<file path="src/rtl/absx_pkg.sv">
package absx_pkg;
    typedef enum logic [2:0] {
        ST_IDLE = 3'd0,
        ST_OPC  = 3'd1,
        ST_BLO  = 3'd2,
        ST_BHI  = 3'd3,
        ST_IDX  = 3'd4,
        ST_FIX  = 3'd5
    } absx_state_e;

    localparam int unsigned CYC_W     = 3;
    localparam int unsigned INSN_LEN  = 3;
endpackage

</file>
<file path="src/rtl/absx_fsm.sv">
module absx_fsm
    import absx_pkg::*;
(
    input  logic        clk,
    input  logic        rst_n,
    input  logic        start_i,
    input  logic        carry_i,
    output absx_state_e state_o
);
    absx_state_e state_q;
    absx_state_e state_d;

    always_comb begin
        state_d = state_q;
        unique case (state_q)
            ST_IDLE: if (start_i) state_d = ST_OPC;
            ST_OPC:  state_d = ST_BLO;
            ST_BLO:  state_d = ST_BHI;
            ST_BHI:  state_d = ST_IDX;
            ST_IDX:  state_d = carry_i ? ST_FIX : ST_IDLE;
            ST_FIX:  state_d = ST_IDLE;
            default: state_d = ST_IDLE;
        endcase
    end

    always_ff @(posedge clk) begin
        if (!rst_n) state_q <= ST_IDLE;
        else        state_q <= state_d;
    end

    assign state_o = state_q;
endmodule

</file>
<file path="src/rtl/absx_addr_gen.sv">
module absx_addr_gen
    import absx_pkg::*;
#(
    parameter int unsigned AW = 16,
    parameter int unsigned DW = 8
) (
    input  absx_state_e   state_i,
    input  logic [AW-1:0] pc_i,
    input  logic [DW-1:0] bal_i,
    input  logic [DW-1:0] bah_i,
    input  logic [DW-1:0] x_i,
    output logic [AW-1:0] addr_o,
    output logic          carry_o
);
    logic [DW:0]   sum;
    logic [DW-1:0] page_fix;

    assign sum      = {1'b0, bal_i} + {1'b0, x_i};
    assign carry_o  = sum[DW];
    assign page_fix = bah_i + DW'(1);

    always_comb begin
        addr_o = '0;
        unique case (state_i)
            ST_IDLE: addr_o = '0;
            ST_OPC:  addr_o = pc_i;
            ST_BLO:  addr_o = pc_i + AW'(1);
            ST_BHI:  addr_o = pc_i + AW'(2);
            ST_IDX:  addr_o = {bah_i, sum[DW-1:0]};
            ST_FIX:  addr_o = {page_fix, sum[DW-1:0]};
            default: addr_o = '0;
        endcase
    end
endmodule

</file>
<file path="src/rtl/absx_capture.sv">
module absx_capture
    import absx_pkg::*;
#(
    parameter int unsigned AW = 16,
    parameter int unsigned DW = 8
) (
    input  logic             clk,
    input  logic             rst_n,
    input  absx_state_e      state_i,
    input  logic             start_i,
    input  logic [AW-1:0]    pc_i,
    input  logic [DW-1:0]    x_i,
    input  logic [DW-1:0]    rdata_i,
    input  logic             carry_i,
    output logic [AW-1:0]    pc_q,
    output logic [DW-1:0]    x_q,
    output logic [DW-1:0]    opcode_q,
    output logic [DW-1:0]    bal_q,
    output logic [DW-1:0]    bah_q,
    output logic [DW-1:0]    data_q,
    output logic             done_q,
    output logic [CYC_W-1:0] cycles_q,
    output logic [AW-1:0]    pc_next_q
);
    localparam logic [CYC_W-1:0] CYC_FAST = CYC_W'(4);
    localparam logic [CYC_W-1:0] CYC_SLOW = CYC_W'(5);

    logic [AW-1:0] pc_adv;
    assign pc_adv = pc_q + AW'(INSN_LEN);

    always_ff @(posedge clk) begin
        if (!rst_n) begin
            pc_q      <= '0;
            x_q       <= '0;
            opcode_q  <= '0;
            bal_q     <= '0;
            bah_q     <= '0;
            data_q    <= '0;
            done_q    <= 1'b0;
            cycles_q  <= '0;
            pc_next_q <= '0;
        end else begin
            done_q <= 1'b0;
            unique case (state_i)
                ST_IDLE: begin
                    if (start_i) begin
                        pc_q <= pc_i;
                        x_q  <= x_i;
                    end
                end
                ST_OPC: opcode_q <= rdata_i;
                ST_BLO: bal_q    <= rdata_i;
                ST_BHI: bah_q    <= rdata_i;
                ST_IDX: begin
                    if (!carry_i) begin
                        data_q    <= rdata_i;
                        done_q    <= 1'b1;
                        cycles_q  <= CYC_FAST;
                        pc_next_q <= pc_adv;
                    end
                end
                ST_FIX: begin
                    data_q    <= rdata_i;
                    done_q    <= 1'b1;
                    cycles_q  <= CYC_SLOW;
                    pc_next_q <= pc_adv;
                end
                default: done_q <= 1'b0;
            endcase
        end
    end
endmodule

</file>
<file path="src/rtl/absx_read_seq.sv">
module absx_read_seq
    import absx_pkg::*;
#(
    parameter int unsigned AW = 16,
    parameter int unsigned DW = 8
) (
    input  logic             clk,
    input  logic             rst_n,
    input  logic             start_i,
    input  logic [AW-1:0]    pc_i,
    input  logic [DW-1:0]    x_i,
    input  logic [DW-1:0]    rdata_i,
    output logic [AW-1:0]    addr_o,
    output logic             rnw_o,
    output logic             busy_o,
    output logic             done_o,
    output logic [DW-1:0]    data_o,
    output logic [DW-1:0]    opcode_o,
    output logic [AW-1:0]    base_o,
    output logic [CYC_W-1:0] cycles_o,
    output logic [AW-1:0]    pc_next_o
);
    absx_state_e   state;
    logic          carry;
    logic [AW-1:0] pc_q;
    logic [DW-1:0] x_q;
    logic [DW-1:0] bal_q;
    logic [DW-1:0] bah_q;

    absx_fsm u_fsm (
        .clk     (clk),
        .rst_n   (rst_n),
        .start_i (start_i),
        .carry_i (carry),
        .state_o (state)
    );

    absx_addr_gen #(.AW(AW), .DW(DW)) u_addr (
        .state_i (state),
        .pc_i    (pc_q),
        .bal_i   (bal_q),
        .bah_i   (bah_q),
        .x_i     (x_q),
        .addr_o  (addr_o),
        .carry_o (carry)
    );

    absx_capture #(.AW(AW), .DW(DW)) u_cap (
        .clk       (clk),
        .rst_n     (rst_n),
        .state_i   (state),
        .start_i   (start_i),
        .pc_i      (pc_i),
        .x_i       (x_i),
        .rdata_i   (rdata_i),
        .carry_i   (carry),
        .pc_q      (pc_q),
        .x_q       (x_q),
        .opcode_q  (opcode_o),
        .bal_q     (bal_q),
        .bah_q     (bah_q),
        .data_q    (data_o),
        .done_q    (done_o),
        .cycles_q  (cycles_o),
        .pc_next_q (pc_next_o)
    );

    assign rnw_o  = 1'b1;
    assign busy_o = (state != ST_IDLE);
    assign base_o = {bah_q, bal_q};
endmodule

</file>
<file path="config.mk">
export PLATFORM = sky130hd
export DESIGN_NAME = absx_read_seq
export DESIGN_NICKNAME = d
export VERILOG_FILES = /design/src/rtl/absx_pkg.sv /design/src/rtl/absx_fsm.sv /design/src/rtl/absx_addr_gen.sv /design/src/rtl/absx_capture.sv /design/src/rtl/absx_read_seq.sv
export SDC_FILE = /design/constraint.sdc
export NUM_CORES = 1
export LEC_CHECK = 0
export ABC_AREA = 1
export BUFFER_PORTS_ARGS = -buffer_cell sky130_fd_sc_hd__buf_2
export CAP_MARGIN = 10
export CORE_MARGIN = 1
export CORE_UTILIZATION = 45
export CTS_BUF_LIST = sky130_fd_sc_hd__clkbuf_4
export DETAILED_ROUTE_END_ITERATION = 10
export GPL_ROUTABILITY_DRIVEN = 0
export PLACE_DENSITY = 0.68
export SETUP_SLACK_MARGIN = 0.1
export SLEW_MARGIN = 20
export SYNTH_ARGS = -nofsm -noshare
export SYNTH_HDL_FRONTEND = slang
export SYNTH_HIERARCHICAL = 1
export SYNTH_SLANG_ARGS = --single-unit
</file>
<file path="constraint.sdc">
create_clock -name clk -period 3 [get_ports clk]
set_input_delay 0.6 -clock clk [delete_from_list [all_inputs] [get_ports clk]]
set_output_delay 0.6 -clock clk [all_outputs]
set_load 0.01 [all_outputs]
</file>
==> results of run 1 <==
## state kept, by name (all words and copies together), names as in the netlist
name / cells
u_cap/pc_next_q: 16
u_cap/cycles_q: 2
u_cap/bal_q: 8
u_cap/data_q: 8
u_cap/pc_q: 16
u_cap/opcode_q: 8
u_fsm/state_o: 3
u_cap/bah_q: 8
u_cap/x_q: 8
u_cap/done_q: 1
## Yosys cell counts, drive strengths merged
cell,count
o21ai,81
inv,106
nand3,70
nor3,6
a21o,1
o211ai,3
a22oi,1
a21oi,51
xnor2,2
fa,1
nand4,12
nand3b,4
o22ai,2
a31oi,1
conb,2
xor2,4
nor2,130
nand2,154
dfxtp,78
clkbuf,7
o21bai,1
ha,12
or2,1
o2111ai,1
buf,17
o311ai,2
## stage by stage
| step | total power (W) | util, % | instance area (sq um) | worst slack [ns] | cells |
|---|---|---|---|---|---|
| global placement | 0.00187 | 51.8 | 5350 | 0.479 | 970 |
| finish | 0.00247 | 53.1 | 5480 | 0.314 | 985 |
| CTS | 0.00248 | 53.0 | 5470 | 0.176 | 984 |
| floorplan | 0.00165 | - | 4770 | 0.830 | 750 |
| global route | 0.00264 | 53.1 | 5480 | 0.114 | 985 |
| detailed placement | 0.00189 | 51.8 | 5350 | 0.384 | 970 |
## report_power, final
part / total [W] / leakage (nW) / internal (W) / switching [W]
registers: 0.00125 / 0.639 / 0.00112 / 0.000125
clock network: 0.000596 / 0.0679 / 0.000260 / 0.000336
logic: 0.000629 / 1.97 / 0.000224 / 0.000406
## how the worst max path moves through the flow
| stage | startpoint | endpoint | slack [ns] | cells after the start |
|---|---|---|---|---|
| final | u_cap/pc_q[1] | addr_o[6] | 0.31 | 9 |
| after floorplan | u_cap/bal_q[0] | u_cap/cycles_q[2] | 0.83 | 15 |
| after detailed placement | u_cap/x_q[0] | u_cap/pc_next_q[10] | 0.38 | 13 |
| after global placement | u_cap/x_q[0] | u_cap/pc_next_q[10] | 0.48 | 13 |
| after CTS | u_fsm/state_o[2] | addr_o[11] | 0.18 | 8 |
| after global routing | u_cap/pc_q[4] | addr_o[6] | 0.11 | 8 |
## cells by family (layout without fill, tap and decap cells)
family / count (synthesis) / count (layout)
other cells: 2 / 3
compound gates: 144 / 144
flops: 78 / 78
xor+xnor: 6 / 6
simple gates: 377 / 377
buf+inv: 130 / 228
fa+ha+maj: 13 / 13
## critical path, cell delays in order, from the launching register on
cell and delay (ns):
dfxtp_2 0.45, ha_1 0.23, nand3_1 0.11, nor2_1 0.30, nand2_1 0.10, nand3_1 0.11, nand3_1 0.12, inv_1 0.08
nand2_1 0.04, buf_2 0.13
## layout make-up
class	count	area [sq um]	share of cell area (%)
multi-input combinational	542	2670	48.6
inverter	106	400	7.30
clock buffer	11	82.6	1.51
antenna	1	2.50	0.0456
timing repair buffer	108	556	10.1
clock inverter	3	37.5	0.685
sequential	78	1570	28.6
tap	136	170	3.10
## timing repair
| action | 4_1_cts | 5_1_grt |
|---|---|---|
| resized for setup | 0 | 7 |
| endpoints found under the setup margin | 0 | 11 |
| setup buffers | 0 | 0 |
| hold buffers | 0 | 0 |
## metal layers
metal / vias up / global-route usage (%)
li1: 2609 / -
met1: 2324 / 35.1
met2: 209 / 44.1
met3: 16 / 5.18
met4: 0 / 8.35
met5: - / 0
==> impl_results.md, run 1 <==
* R2R Path End: u_cap/pc_next_q[10]
* Area contributors post-synth: dfxtp_1, nand2_1, nor2_1
* Most frequent cells in the layout: nand2_1, nor2_1, buf_2, inv_1, o21ai_0
* Fill cell count at between 1000 and 1500
* Simple-Gate Fraction of Synth Area at approximately a third
* Rel. slew slack at 34.6%
* DR WL met3 at approximately 1.1 mm
* Grt total ovfl at 0
* # DRC at 0
* Slew Viols, Final at 0
* Ratio of cells with drive above 1 in the final layout at approximately 18%
* Max Cap Viol at 0
* RSZ-0062 raised after global routing: no
* Critical path class: reg -> out
* Commonest non-fill, non-tap cell in the layout: nand2_1
* Router iterations before antenna repair at 7
* Detailed placement HPWL at between 10 and 15 mm
* Measured slew at the worst slew-check pin at just under 1 ns
* Status: finished, final reports clean
* Critical Path Start Type: flop
* Nets at about 890
* Fin crit share at between 80% and 90%
* R2R Path Start: u_cap/x_q[0]
* Yosys Warn Count at 6
* Worst hold stages at 3
* Via count at ~5200
* Yosys cell types at 41
* Register area share after synthesis at about a third
* Clk_lat worst skew at a little over 0.4 ns
* Clock skew at between 0.01 and 0.015 ns
* Final hold slack at around 0.44 ns
* Mux cell area share after synthesis at 0%
* Sink Count at 78
* Highest metal used: met4
* Die width at about 100 um
* Routed len/inst at 14.5 um
* Power Density at 451 nW/um^2
* CTS Root Cell: clkbuf_4
* Cell Area, Synth at 4770 sq um
* Dominant cell type by area after synthesis: dfxtp_1
* Largest family of logic cells by synthesized area: simple AND/OR/NAND/NOR gates
* Global-route wire length before repair at 23.3 mm
* Die Y at around 100 um
* Max Clk Rate at 372 MHz
* Final wirelength at ~14 mm
* Hold path endpoint: u_cap/x_q[4]
* CTS tree: yes
* Rows at 37
* I/O pin count at ~110
* Syn_area_per_cell at between 6 and 7 sq um
* H-tree levels at 3
* Initial DRC Count at about 380
* DRT met1 WL at between 6 and 7 mm
* Adder-cell area share of the yosys netlist at under 10%
* Post-synthesis xor/xnor area fraction at between 1 and 1.5%
* Post-DRT Antenna Nets at 0
* Hold Path Class: in -> reg
* #FFs+latches synth at slightly below 80
* Clk slew on worst S/H paths at roughly 0.12 ns
* Vias per inst at ~5.2
* Synth-to-Final Area Change at 14.9%
* Synth Area in Compound Gates at roughly 16%
* Largest net degree at the start of global routing at 39
* Hold Crit Start: x_i[4]
* PortBufs at around 100
* Worst Path Required at roughly 2.4 ns
* Total global routing track utilization at a little over a quarter
* Syn Inst Count at 750
* WL met2 at approximately 6.7 mm
* Die Footprint at roughly 11000 sq um
* Initial Utilization at between 40% and 50%
* Max Root-Sink Buffers at 2
* Synth top area share at 32.7%
* Reg2reg setup slack at 0.50 ns
* Setup TNS at 0 ns
* CP Max Fanout at 7
* Minimum clock period at between 2 and 3 ns
* Initial antenna violation count at 1
* Core area at 10300 sq um
* Crit. End Element: output pin
* Fin. Hold Viols at 0
* Peak VDD IR at about 0.25 mV
* Final setup violation count at 0
* CTS Buf Count at 9
* Post-Syn Nets at 798
* Vias in the first global route at ~4700
* Pleak at 2.68 nW
* Arrival time worst endpoint at approximately 2.1 ns
* R2R cell count at 13
Power figures use the tool's default switching activity.
==> run 2: changes to the inputs <==
CELL_PAD_IN_SITES_DETAIL_PLACEMENT = 0   (was default)
CELL_PAD_IN_SITES_GLOBAL_PLACEMENT = 2   (was default)
CORE_UTILIZATION = 30   (was 45)
PLACE_DENSITY = default   (was 0.68)
PLACE_DENSITY_LB_ADDON = 0.1   (was default)
==> run 2 against run 1 <==
  * The run now ends with design-rule violations left
  * Final cell count up 8.2%
  * Non-clock buffer count up 4
  * Clock power up 11%
  * Final area up 2.6%
  * Hold slack worse by 0.044 ns
  * Sequential power about the same
  * Utilization down 16 points
  * Register-to-register slack about the same
  * First-iteration DRC count down 24%
  * Critical path type unchanged
  * Largest cell class unchanged
==> impl_results.md, run 2 (same netlist as run 1, synthesis figures left out) <==
* Status: complete, but fails checks
* Failing checks: design-rule violations
* Clock skew at 0.0235 ns (+0.00954 ns)
* Via count at 5039 (-2.3%)
* Die Y at 128 um (+22%)
* Post-CTS Setup Repair Bufs at 0 (unchanged)
* Arrival time worst endpoint at 2.18 ns (+0.09 ns)
* Critical path class: reg -> out
* Vias in the first global route at 4701 (-0.30%)
* Clk_lat worst skew at 0.45 ns (+0.04 ns)
* Rel. slew slack at 63.3% (+29 points)
* Fin. Hold Viols at 0 (unchanged)
* Max incr delay on CP at 0.41 ns (-0.04 ns)
* Initial DRC Count at 290 (-24%)
* Initial antenna violation count at 1 (unchanged)
* PortBufs at 102 (unchanged)
* Routed len/inst at 14.9 um (+2.5%)
* Reg2reg setup slack at 0.49 ns (about the same)
* Hold Crit Start: x_i[2]
* Critical Path Start Type: flop
* Initial Utilization at 31.0% (-15 points)
* Post-DRT Antenna Nets at 0 (unchanged)
* Cell area after layout at 5630 sq um (+2.6%)
* Max Cap Viol at 0 (unchanged)
* Measured slew at the worst slew-check pin at 0.550 ns (-0.420 ns)
* Detailed placement HPWL at 12.3 mm (+14%)
* Ratio of cells with drive above 1 in the final layout at 18.7% (+0.46 points)
* Worst path top cell family by delay: simple AND/OR/NAND/NOR gates
* Worst Path Required at 2.40 ns (about the same)
* Hold Buf Count CTS at 0 (unchanged)
* Nets at 897 (+0.45%)
* R2R Path End: u_cap/pc_next_q[3]
* Peak VDD IR at 0.228 mV (-7.7%)
* Rows at 45 (+22%)
* Clk slew on worst S/H paths at 0.14 ns (+0.02 ns)
* Largest net degree at the start of global routing at 55 (+41%)
* CP Max Fanout at 7 (unchanged)
* Total global routing track utilization at 20.1% (-6.6 points)
* Sink Count at 78 (unchanged)
* Router iterations before antenna repair at 11 (+4)
* Commonest non-fill, non-tap cell in the layout: nand2_1
* Fin crit share at 92.8% (+3.3 points)
* CTS Root Cell: clkbuf_4
* CTS tree: yes
* Final setup violation count at 0 (unchanged)
* Synth-to-Final Area Change at 17.9%
* Fill cell count at 1701 (+63%)
* Die width at 128 um (+22%)
* Max Clk Rate at 359 MHz (-3.5%)
* R2R Path Start: u_cap/bal_q[0]
* Cell repeated most along the worst path: nand2_1
* Worst hold stages at 3 (unchanged)
* Slowest CP cell: dfxtp_2
* Vias per inst at 4.73 (-9.7%)
* Final hold slack at 0.394 ns (-0.0440 ns)
* Global-route wire length before repair at 25.2 mm (+8.1%)
* Grt total ovfl at 0 (unchanged)
* Slew Viols, Final at 0 (unchanged)
* Pleak at 2.70 nW (+0.88%)
* Biggest regs: u_cap/pc_next_q (16), u_cap/pc_q (16)
* H-tree levels at 3 (unchanged)
* Hold path endpoint: u_cap/x_q[2]
* Core area at 15400 sq um (+49%)
* Minimum clock period at 2.78 ns (+0.0980 ns)
* Hold Path Class: in -> reg
* Most frequent cells in the layout: nand2_1, nor2_1, buf_2, inv_1, o21ai_0
* CTS Buf Count at 9 (unchanged)
* Crit. End Element: output pin
* # DRC at 5 (+5)
* Setup TNS at 0 ns (unchanged)
* Placed cell area at 5480 sq um (+2.3%)
* Buf/Inv on CP at 1 (-1)
* Final wirelength at 15.9 mm (+11%)
* R2R cell count at 16 (+3)
* I/O pin count at 105 (unchanged)
* Die Footprint at 16400 sq um (+49%)
* RSZ-0062 raised after global routing: yes
* Power Density at 455 nW/um^2 (+0.76%)
* Cell chain of the critical path: ha_1 -> nand3_1 -> nor2_2 -> or2_2 -> nand2_1 -> nand2_1 -> nor2_1 -> nand2_1 -> buf_2
* Max Root-Sink Buffers at 2 (unchanged)
[run 2: through the flow]
stage          utilization (%)  total power [W]  instances  setup slack [ns]
6_report                  36.6          0.00256       1066             0.216
4_1_cts                   36.5          0.00259       1065             0.126
3_5_place_dp              35.6          0.00192       1049             0.356
5_1_grt                   36.6          0.00274       1066            0.0129
3_3_place_gp              35.6          0.00192       1049             0.497
2_1_floorplan                -          0.00165        750             0.830
[run 2: worst max path at each step]
stage,start,to,slack [ns],cells after the start
floorplan,u_cap/bal_q[0],u_cap/cycles_q[2],0.83,15
global placement,u_cap/bal_q[0],u_cap/pc_next_q[9],0.50,16
detailed placement,u_cap/bal_q[0],u_cap/pc_next_q[3],0.36,16
CTS,u_cap/pc_q[3],addr_o[7],0.13,8
global route,u_cap/pc_q[1],addr_o[7],0.01,9
finish,u_cap/pc_q[1],addr_o[7],0.22,9
[run 2: worst reg2reg max path: cells and delay by family, from the launching register on]
| family | cells | cell delay (ns) |
|---|---|---|
| compound gates | 2 | 0.22 |
| fa+ha+maj | 2 | 0.57 |
| buf+inv | 5 | 0.59 |
| flops | 1 | 0.37 |
| simple gates | 7 | 0.68 |
[run 2: per-layer routing]
layer,routed length (um),GRT usage [%],part of all wire (%)
met5,0,0,0
met4,184,5.81,1.2
met3,528,3.42,3.3
met2,6920,30.6,44
met1,8220,28.9,52
[run 2: cell type report]
cell class	instances	area [sq um]	share of cell area, %
diodes	1	2.50	0.0445
clock buffers	9	67.6	1.20
clock inverters	7	71.3	1.27
inverters	106	400	7.11
multi-input cells	542	2670	47.5
flip-flops and latches	78	1570	27.8
well taps	211	264	4.69
repair buffers	112	586	10.4
[run 2: what timing repair did]
action,CTS,global route
endpoints found under the setup margin,3,25
gates resized for setup,2,4
cloned,0,0
[run 2: report_power, final]
part | total [W] | internal [W] | switching, W
clock network | 0.000662 | 0.000255 | 0.000407
logic | 0.000649 | 0.000230 | 0.000419
registers | 0.00125 | 0.00112 | 0.000124
total | 0.00256 | 0.00161 | 0.000950
